==> src/rtl/dmareg_pkg.sv <==
package dmareg_pkg;
    parameter int CNT_W   = 14;
    parameter int LO_W    = 8;
    parameter int HI_W    = 13;
    parameter int CPU_AW  = 16;
    parameter int CPU_DW  = 16;
    parameter int SEL_BIT = 14;
    localparam int ADR_W  = 1 + LO_W + HI_W;

    typedef struct packed {
        logic [CNT_W-1:0] count;
        logic             dir;
        logic             en;
    } cnt_state_t;

    typedef struct packed {
        logic [HI_W-1:0] hi;
        logic [LO_W-1:0] lo;
    } adr_state_t;
endpackage

==> src/rtl/dmareg_count_unit.sv <==
module dmareg_count_unit
    import dmareg_pkg::*;
(
    input  logic              clk,
    input  logic              rst_n,
    input  logic              wr,
    input  logic              word,
    input  logic [CPU_DW-1:0] wdata,
    output cnt_state_t        state
);
    cnt_state_t st_d, st_q;
    logic       accept;

    always_comb begin
        accept = wr && word;
        st_d   = st_q;
        if (accept) begin
            st_d.count = wdata[CNT_W-1:0] + CNT_W'(1);
            st_d.dir   = wdata[CNT_W];
            st_d.en    = wdata[CNT_W+1];
        end
    end

    always_ff @(posedge clk) begin
        if (!rst_n) st_q <= '0;
        else        st_q <= st_d;
    end

    assign state = st_q;

    // stored count is the written count plus one
    a_r3_count_plus_one: assert property (@(posedge clk) disable iff (!rst_n)
        (wr && word) |=> (st_q.count == CNT_W'($past(wdata[CNT_W-1:0]) + 1)));
    // flags follow data bits 14 and 15
    a_r2_flags_load: assert property (@(posedge clk) disable iff (!rst_n)
        (wr && word) |=> (st_q.dir == $past(wdata[CNT_W]) && st_q.en == $past(wdata[CNT_W+1])));
    // byte-sized access leaves the register alone
    a_r5_byte_ignored: assert property (@(posedge clk) disable iff (!rst_n)
        (!(wr && word)) |=> $stable(st_q));
endmodule

==> src/rtl/dmareg_addr_unit.sv <==
module dmareg_addr_unit
    import dmareg_pkg::*;
(
    input  logic              clk,
    input  logic              rst_n,
    input  logic              wr,
    input  logic [CPU_AW-1:0] addr,
    output logic [ADR_W-1:0]  dma_addr
);
    adr_state_t st_d, st_q;
    logic       sel_hi;

    always_comb begin
        sel_hi = addr[SEL_BIT];
        st_d   = st_q;
        if (wr) begin
            if (sel_hi) st_d.hi = addr[HI_W:1];
            else        st_d.lo = addr[LO_W:1];
        end
    end

    always_ff @(posedge clk) begin
        if (!rst_n) st_q <= '0;
        else        st_q <= st_d;
    end

    assign dma_addr = {st_q.hi, st_q.lo, 1'b0};

    // low-half write keeps the upper field
    a_r6_low_keeps_high: assert property (@(posedge clk) disable iff (!rst_n)
        (wr && !addr[SEL_BIT]) |=> ($stable(st_q.hi) && st_q.lo == $past(addr[LO_W:1])));
    // high-half write keeps the lower field
    a_r7_high_keeps_low: assert property (@(posedge clk) disable iff (!rst_n)
        (wr && addr[SEL_BIT]) |=> ($stable(st_q.lo) && st_q.hi == $past(addr[HI_W:1])));
    // no strobe, no change
    a_r10_addr_hold: assert property (@(posedge clk) disable iff (!rst_n)
        (!wr) |=> $stable(st_q));
endmodule

==> src/rtl/dmareg_regs.sv <==
module dmareg_regs
    import dmareg_pkg::*;
(
    input  logic              clk,
    input  logic              rst_n,
    input  logic              cnt_wr,
    input  logic              adr_wr,
    input  logic              cpu_word,
    input  logic [CPU_AW-1:0] cpu_addr,
    input  logic [CPU_DW-1:0] cpu_wdata,
    output logic [CPU_DW-1:0] cnt_rdata,
    output logic [CNT_W-1:0]  dma_count,
    output logic              dma_dir,
    output logic              dma_en,
    output logic [ADR_W-1:0]  dma_addr
);
    localparam int PAD_W = CPU_DW - CNT_W;

    cnt_state_t cst;

    dmareg_count_unit u_count (
        .clk   (clk),
        .rst_n (rst_n),
        .wr    (cnt_wr),
        .word  (cpu_word),
        .wdata (cpu_wdata),
        .state (cst)
    );

    dmareg_addr_unit u_addr (
        .clk      (clk),
        .rst_n    (rst_n),
        .wr       (adr_wr),
        .addr     (cpu_addr),
        .dma_addr (dma_addr)
    );

    assign dma_count = cst.count;
    assign dma_dir   = cst.dir;
    assign dma_en    = cst.en;
    assign cnt_rdata = {{PAD_W{1'b1}}, cst.count};

    // start address stays word aligned across any address write
    a_r8_addr_aligned: assert property (@(posedge clk) disable iff (!rst_n)
        adr_wr |=> (dma_addr[0] == 1'b0));
    // simultaneous writes both land
    a_r9_both_land: assert property (@(posedge clk) disable iff (!rst_n)
        (cnt_wr && cpu_word && adr_wr && cpu_addr[SEL_BIT]) |=>
        (dma_count == CNT_W'($past(cpu_wdata[CNT_W-1:0]) + 1) &&
         dma_addr[ADR_W-1:LO_W+1] == $past(cpu_addr[HI_W:1])));
endmodule

==> config.mk <==
export PLATFORM = sky130hd
export DESIGN_NAME = dmareg_regs
export DESIGN_NICKNAME = d
export VERILOG_FILES = /design/src/rtl/dmareg_pkg.sv /design/src/rtl/dmareg_count_unit.sv /design/src/rtl/dmareg_addr_unit.sv /design/src/rtl/dmareg_regs.sv
export SDC_FILE = /design/constraint.sdc
export NUM_CORES = 1
export LEC_CHECK = 0
export BUFFER_PORTS_ARGS = -buffer_cell sky130_fd_sc_hd__buf_2
export CAP_MARGIN = 25
export CELL_PAD_IN_SITES_DETAIL_PLACEMENT = 1
export CELL_PAD_IN_SITES_GLOBAL_PLACEMENT = 2
export CORE_ASPECT_RATIO = 0.75
export CORE_MARGIN = 5
export CORE_UTILIZATION = 23
export DETAILED_ROUTE_END_ITERATION = 10
export GPL_ROUTABILITY_DRIVEN = 0
export GPL_TIMING_DRIVEN = 1
export PLACE_DENSITY = 0.89
export SLEW_MARGIN = 5
export SYNTH_ARGS = -nofsm -noshare
export SYNTH_HDL_FRONTEND = slang
export SYNTH_SLANG_ARGS = --single-unit
==> constraint.sdc <==
create_clock -name clk -period 1.6 [get_ports clk]
set_input_delay 0.24 -clock clk [delete_from_list [all_inputs] [get_ports clk]]
set_output_delay 0.24 -clock clk [all_outputs]
set_load 0.01 [all_outputs]
; ---- Word level (Yosys, flattened, before mapping)
; Index checks and enable logic that the tools add are counted.
[op_classes]
bitwise_logic = 1
addsub = 1
n_reduce_logical = 3
[op_table]
columns = operator, count
row1 = $add A14 B1 Y14 const B, 1
row2 = $reduce_and A2 Y1, 2
row3 = $logic_and A1 B1 Y1, 1
row4 = $not A1 Y1, 1
[word_totals]
out_inout_bits = 54
register_bits = 37

; ---- Longest topological paths before layout
; Gate-level depths: netlist (run 1).
[logic_depth]
ltp_word = 2
mapped_depth = 4
mapped_depth_nobuf = 4

; ---- Modules after synthesis
; From an unflattened synthesis (run 1), not the netlist that was laid out.
[hier_totals]
cells_unflattened = 203
hier_area_um2 = 1767.9
[by_module_without_submodules]
columns = module, n_inst, cells_each, area_each_um2
row1 = dmareg_addr_unit, 1, 87, 822.0
row2 = dmareg_count_unit, 1, 99, 822.0
row3 = dmareg_regs, 1, 17, 123.9

; ---- Least setup slack after synthesis (run 1)
; No wires, ideal clock.
[synth_timing]
kind = in2reg
start = in cpu_wdata[0]
end = reg u_count.st_q (netlist bit u_count.state[10])
arrival_time_ps = 1156
cell_stages = 4
setup_time_ps = 74
path_buffers = 0
path_slack_ps = 370
cell_sequence = ha_1 > nand3_1 > or3_2 > a31oi_1
[synth_between]
elab_chain_cells = 1
[synth_lines]
columns = element, line_no
row1 = from (decl), dmareg_regs.sv:10  ; input logic [CPU_DW-1:0] cpu_wdata,
row2 = $add A14 B1 Y14, dmareg_count_unit.sv:18  ; st_d.count = wdata[CNT_W-1:0] + CNT_W'(1);
row3 = to (signal assigned), dmareg_count_unit.sv:26  ; else st_q <= st_d;
row4 = to (decl), dmareg_count_unit.sv:11  ; cnt_state_t st_d, st_q;
; Every way passes these cells.
; A chain may end at the register's enable or synchronous reset.

; ---- Worst setup path after layout (run 1)
[layout_timing]
start = in cpu_wdata[4]
end = reg u_count.st_q (netlist bit u_count.state[11])
; Same word-level chain as after synthesis.

==> results of run 1 <==
[area by class of cell]
class | instances | area [µm²]
tap | 98 | 123
fill | 852 | 4750
sequential | 37 | 741
timing repair buffer | 93 | 485
inverter | 3 | 11.3
clock inverter | 2 | 10.0
multi-input combinational | 133 | 739
clock buffer | 6 | 72.6
[worst max-delay path: cells and delay by family]
family / cells / cell delay (ns)
AO/OA/AOI/OAI: 1 / 0.16
AND/OR/NAND/NOR: 2 / 0.72
buffers and inverters: 2 / 0.37
[logic make-up after synthesis]
family          after synthesis  synth area share, %
mux                           8                 4.82
simple gates                 72                 20.2
fa+ha+maj                     1                0.753
compound gates               46                 16.5
xor+xnor                      3                 1.58
other cells                   2                0.452
buf+inv                      30                 11.1
flops                        37                 44.6
[through the flow]
step	hold slack [ns]	setup WS [ns]
floorplan	0.336	0.370
global placement	0.440	0.0760
detailed placement	0.447	0.0297
CTS	0.174	0.337
global route	0.177	0.226
finish	0.184	0.326
[worst paths after layout]
check	to	slack, ns	startpoint	depth (start not counted)
min	u_addr.dma_addr[17]	0.18	cpu_addr[9]	3
max reg2reg	u_count.state[15]	0.86	u_count.state[15]	2
max	u_count.state[11]	0.33	cpu_wdata[4]	5
min reg2reg	u_addr.dma_addr[18]	0.46	u_addr.dma_addr[18]	2
[metal layers]
layer	wire (µm)	vias up	track usage, %
met5	0	-	0
met4	84	0	4.24
met2	2470	46	19.1
met1	2380	754	15.4
li1	-	815	-
met3	321	7	3.09
[cell usage in the layout (no fill, tap or decap), types with 4 or more instances in the layout]
cell type | synthesis | final
nand2_1 | 38 | 38
a21oi_1 | 16 | 16
dfxtp_1 | 37 | 37
buf_2 | 1 | 85
a211oi_1 | 4 | 4
a31oi_1 | 7 | 7
or4_1 | 5 | 5
nor2_1 | 13 | 13
clkbuf_8 | 0 | 5
buf_4 | 17 | 8
nand3_1 | 4 | 4
o31ai_1 | 4 | 4
o21ai_0 | 11 | 11
mux2i_1 | 8 | 8
[flip-flops by register name, summed over array words and instances, names as in the netlist]
register	flops
u_addr.dma_addr	21
u_count.state	16
[report_power, final]
| group | switching (mW) | internal [mW] | leakage, nW | total (mW) |
|---|---|---|---|---|
| combinational | 0.191 | 0.138 | 0.666 | 0.329 |
| clock | 0.354 | 0.303 | 0.0450 | 0.656 |
| sequential | 0.0292 | 0.971 | 0.304 | 1.00 |
| total | 0.573 | 1.41 | 1.02 | 1.99 |
==> flow_metrics.py, run 1 <==
metrics = {
    "flow_run": {
        "max_cap_violations": 0,
    },
    "place": {
        "place_area_um2": 2100,
        "place.detailed.hpwl_um": 4110,
        "dp_cells": 364,
        "io_buffers": 85,
    },
    "clocking": {
        "post_cts_resized": 0,
        "clock_latency_ns": 0.28,
        "cts_buffers": 5,
        "clock_sinks": 37,
        "root_buffer": "clkbuf_8",
        "cts_buffer_depth": 2,
        "cts_tree": "yes",
        "postCtsHoldBufs": 0,
        "clk_pin_slew_worst_paths_ns": 0.08,
        "htreeDepth": 2,
        "cts_setup_buffers": 0,
    },
    "floorplan": {
        "rows": 26,
        "start_util_pct": 24.0,
        "num_io_pins": 91,
        "core_um2": 6930,
        "die_w_um": 108,
        "die_h_um": 83.6,
        "dieArea_um2": 9040,
    },
    "sta": {
        "relSlewSlack_pct": 65.9,
        "final.setup.tns_ns": 0,
        "finalSetupViolations": 0,
        "finalCriticalPeriod_ns": 1.27,
        "hold_viol": 0,
        "timing.fmax_mhz": 785,
        "rsz0062_at_grt": "false",
        "finalMaxSlewViolations": 0,
        "worst_pin_slew_ns": 0.511,
        "period_share_pct": 79.6,
        "skew_ns": 0,
    },
    "logic_synthesis": {
        "synth_edf_count": 0,
        "synthTopCellsByCount": "nand2_1 (38), dfxtp_1 (37), buf_4 (17)",
        "netlist_instances": 199,
        "yosysWarnings": 0,
        "synth_area_leaders": "dfxtp_1 (45%), nand2_1 (8.6%), buf_4 (7.7%)",
        "synth_top_area_cell": "dfxtp_1",
        "yosysTopAreaCellShare_pct": 44.6,
        "yosys.cell_count.top_type": "nand2_1",
        "syn_area_um2": 1660,
        "yosysSeqAreaShare_pct": 44.6,
        "ys_ff_latch": 37,
        "synth.avg_cell_area_um2": 8.35,
        "ys_types": 32,
        "ys.flop_type": "dfxtp_1",
        "ys_async_sr_fraction_pct": 0,
    },
    "worst_setup_path": {
        "crit_arrival_ns": 1.49,
        "crit_required_ns": 1.81,
        "critPathLaunchType": "primary input",
        "critPathSlowestCell": "or4_1",
        "critPathCaptureType": "flop",
        "cpPeakStageDelay_ns": 0.46,
        "path_class": "primary input to flop",
        "cp_max_fo": 10,
        "path_cells": "buf_2, nand4_2, buf_4, or4_1, a31oi_1",
    },
    "drt": {
        "first_pass_iters": 3,
        "drt_iter0_markers": 55,
        "wirelength_um": 5250,
        "ant_nets": 0,
        "vias": 1622,
        "route.detailed.drc": 0,
        "routedWlPerCell_um": 14.1,
        "routed_via_density": 4.36,
    },
    "global_routing": {
        "gr-usage-all-layers_pct": 11.9,
        "grt_max_degree": 30,
        "grt_pass1_vias": 1647,
        "grt.overflow.total": 0,
        "antenna_found_initial": 0,
        "grt_pass1_wl_um": 8590,
    },
    "final_layout": {
        "drive_gt1_share_pct": 37.6,
        "utilization_pct": 31.5,
        "stdcell_area_um2": 2180,
        "insertedDiodeCount": 0,
        "final_nets": 311,
        "area_growth_syn_to_layout_pct": 31.3,
        "fin_cells": 372,
    },
    "power": {
        "p_per_area_nw_per_um2": 910,
        "peakVddDrop_v": 0.000324,
        "leakage_nw": 1.02,
        "total_power_mw": 1.99,
    },
    "worst_hold_path": {
        "worstHoldPathType": "primary input to flop",
    },
    "status": {
        "outcome": "completed",
    },
}
(Power assumes the default switching activity.)
==> run 2: changes to the inputs <==
clock period = 1.3 ns   (was 1.6 ns; I/O delays follow)
==> run 2 against run 1 <==
  * Routed wire length rose by 1.2%
  * Count of clock-buffer cells in the layout did not move
  * Critical path type unchanged
  * Worst setup slack got worse by 0.17 ns
  * Non-clock buffer count rose by 13
  * Critical path depth rose by 1
  * Clock skew did not move
  * Clock power rose by 19%
  * Largest power group unchanged
  * Utilization rose by 1.9 points
==> flow_metrics.py, run 2 (synthesis gave the netlist of run 1 again) <==
metrics = {
    "status": {
        "outcome": "completed",
    },
    "worst_setup_path": {
        "rr_endpoint": "u_count.state[15]",
        "path_class": "primary input to flop",
        "crit_required_ns": 1.51,
        "critPathCaptureType": "flop",
        "crit_arrival_ns": 1.36,
        "cp_max_fo": 4,
        "reg2reg_depth": 2,
        "r2r_start": "u_count.state[15]",
        "ff2ff_setup_slack_ns": 0.56,
        "critPathLaunchType": "primary input",
    },
    "final_layout": {
        "final_nets": 324,
        "layout_common_cells": "buf_2 (85), nand2_1 (38), dfxtp_1 (37)",
        "fin_cells": 385,
        "largest_reg_flops": 21,
        "drive_gt1_share_pct": 40.4,
        "insertedDiodeCount": 0,
        "mostFrequentLayoutCell": "buf_2",
        "area_growth_syn_to_layout_pct": 39.2,
    },
    "sta": {
        "skew_ns": 0,
        "final.setup.tns_ns": 0,
        "hold_viol": 0,
        "finalCriticalPeriod_ns": 1.15,
        "finalSetupViolations": 0,
        "rsz0062_at_grt": "false",
        "period_share_pct": 88.1,
        "timing.fmax_mhz": 873,
        "finalMaxSlewViolations": 0,
    },
    "clocking": {
        "postCtsHoldBufs": 0,
        "cts_buffers": 5,
        "post_cts_resized": 0,
        "clock_sinks": 37,
        "cts_tree": "yes",
        "cts_setup_buffers": 0,
        "htreeDepth": 2,
        "cts_buffer_depth": 2,
        "clock_latency_ns": 0.28,
        "root_buffer": "clkbuf_8",
        "clk_pin_slew_worst_paths_ns": 0.07,
    },
    "drt": {
        "wirelength_um": 5320,
        "vias": 1673,
        "routed_via_density": 4.35,
        "ant_nets": 0,
        "drt_iter0_markers": 56,
        "first_pass_iters": 4,
        "route.detailed.drc": 0,
        "routedWlPerCell_um": 13.8,
    },
    "global_routing": {
        "grt.overflow.total": 0,
        "gr-usage-all-layers_pct": 12.0,
        "grt_max_degree": 30,
        "grt_pass1_vias": 1743,
        "grt_pass1_wl_um": 8780,
        "antenna_found_initial": 0,
    },
    "power": {
        "leakage_nw": 1.08,
        "p_per_area_nw_per_um2": 1060,
        "total_power_mw": 2.46,
        "peakVddDrop_v": 0.000373,
    },
    "worst_hold_path": {
        "worstHoldPathType": "primary input to flop",
        "min-delay-start": "cpu_wdata[0]",
        "worstHoldEndpoint": "u_count.state[2]",
        "hold_depth": 2,
    },
    "floorplan": {
        "num_io_pins": 91,
        "die_h_um": 83.6,
        "start_util_pct": 24.0,
        "rows": 26,
        "core_um2": 6930,
        "die_w_um": 108,
        "dieArea_um2": 9040,
    },
    "place": {
        "place.detailed.hpwl_um": 4210,
        "dp_cells": 377,
        "io_buffers": 85,
    },
    "flow_run": {
        "max_cap_violations": 0,
    },
}
==> run 2: critical path, stage by stage <==
cell and delay, ns:
buf_2 0.12, ha_1 0.21, nand3_1 0.18, buf_4 0.19, or3_1 0.31, a31oi_1 0.16
==> run 2: how the worst max path moves through the flow <==
stage                       startpoint  depth (start not counted)           endpoint  slack (ns)
after floorplan           cpu_wdata[0]                          4  u_count.state[10]        0.12
after global placement    cpu_wdata[4]                          4  u_count.state[15]       -0.21
after detailed placement  cpu_wdata[4]                          4  u_count.state[15]       -0.24
after CTS                 cpu_wdata[4]                          4  u_count.state[15]        0.06
after global routing      cpu_wdata[0]                          6   u_count.state[8]         0.1
final                     cpu_wdata[0]                          6   u_count.state[8]        0.15
==> run 2: layout make-up <==
| class | count | area (µm²) |
|---|---|---|
| Clock buffer | 6 | 72.6 |
| Tap cell | 98 | 123 |
| Inverter | 3 | 11.3 |
| Multi-Input combinational cell | 133 | 748 |
| Sequential cell | 37 | 741 |
| Clock inverter | 2 | 10.0 |
| Fill cell | 870 | 4620 |
| Timing Repair Buffer | 106 | 608 |
==> run 2: through the flow <==
stage	area, µm²	hold WS [ns]	worst slack (ns)	util [%]
finish	2310	0.142	0.155	33.4
global route	2310	0.138	0.0979	33.4
CTS	2300	0.131	0.0644	33.3
detailed placement	2220	0.436	-0.243	32.1
global placement	2220	0.427	-0.209	32.1
floorplan	1670	0.291	0.115	-
==> run 2: routing by layer <==
layer	part of all wire, %	wire length, µm	vias to the layer above	global-route usage [%]
met5	0	0	-	0
met4	0.58	31	0	2.98
met3	5.6	300	2	3.40
met2	49	2580	42	20.1
met1	45	2400	788	15.2
li1	-	-	841	-
==> run 2: where the power goes <==
group | internal, mW | total (mW) | leakage [nW] | switching [mW]
Combinational | 0.203 | 0.449 | 0.736 | 0.246
Clock | 0.372 | 0.779 | 0.0450 | 0.407
Sequential | 1.20 | 1.23 | 0.304 | 0.0360
Total | 1.77 | 2.46 | 1.08 | 0.688
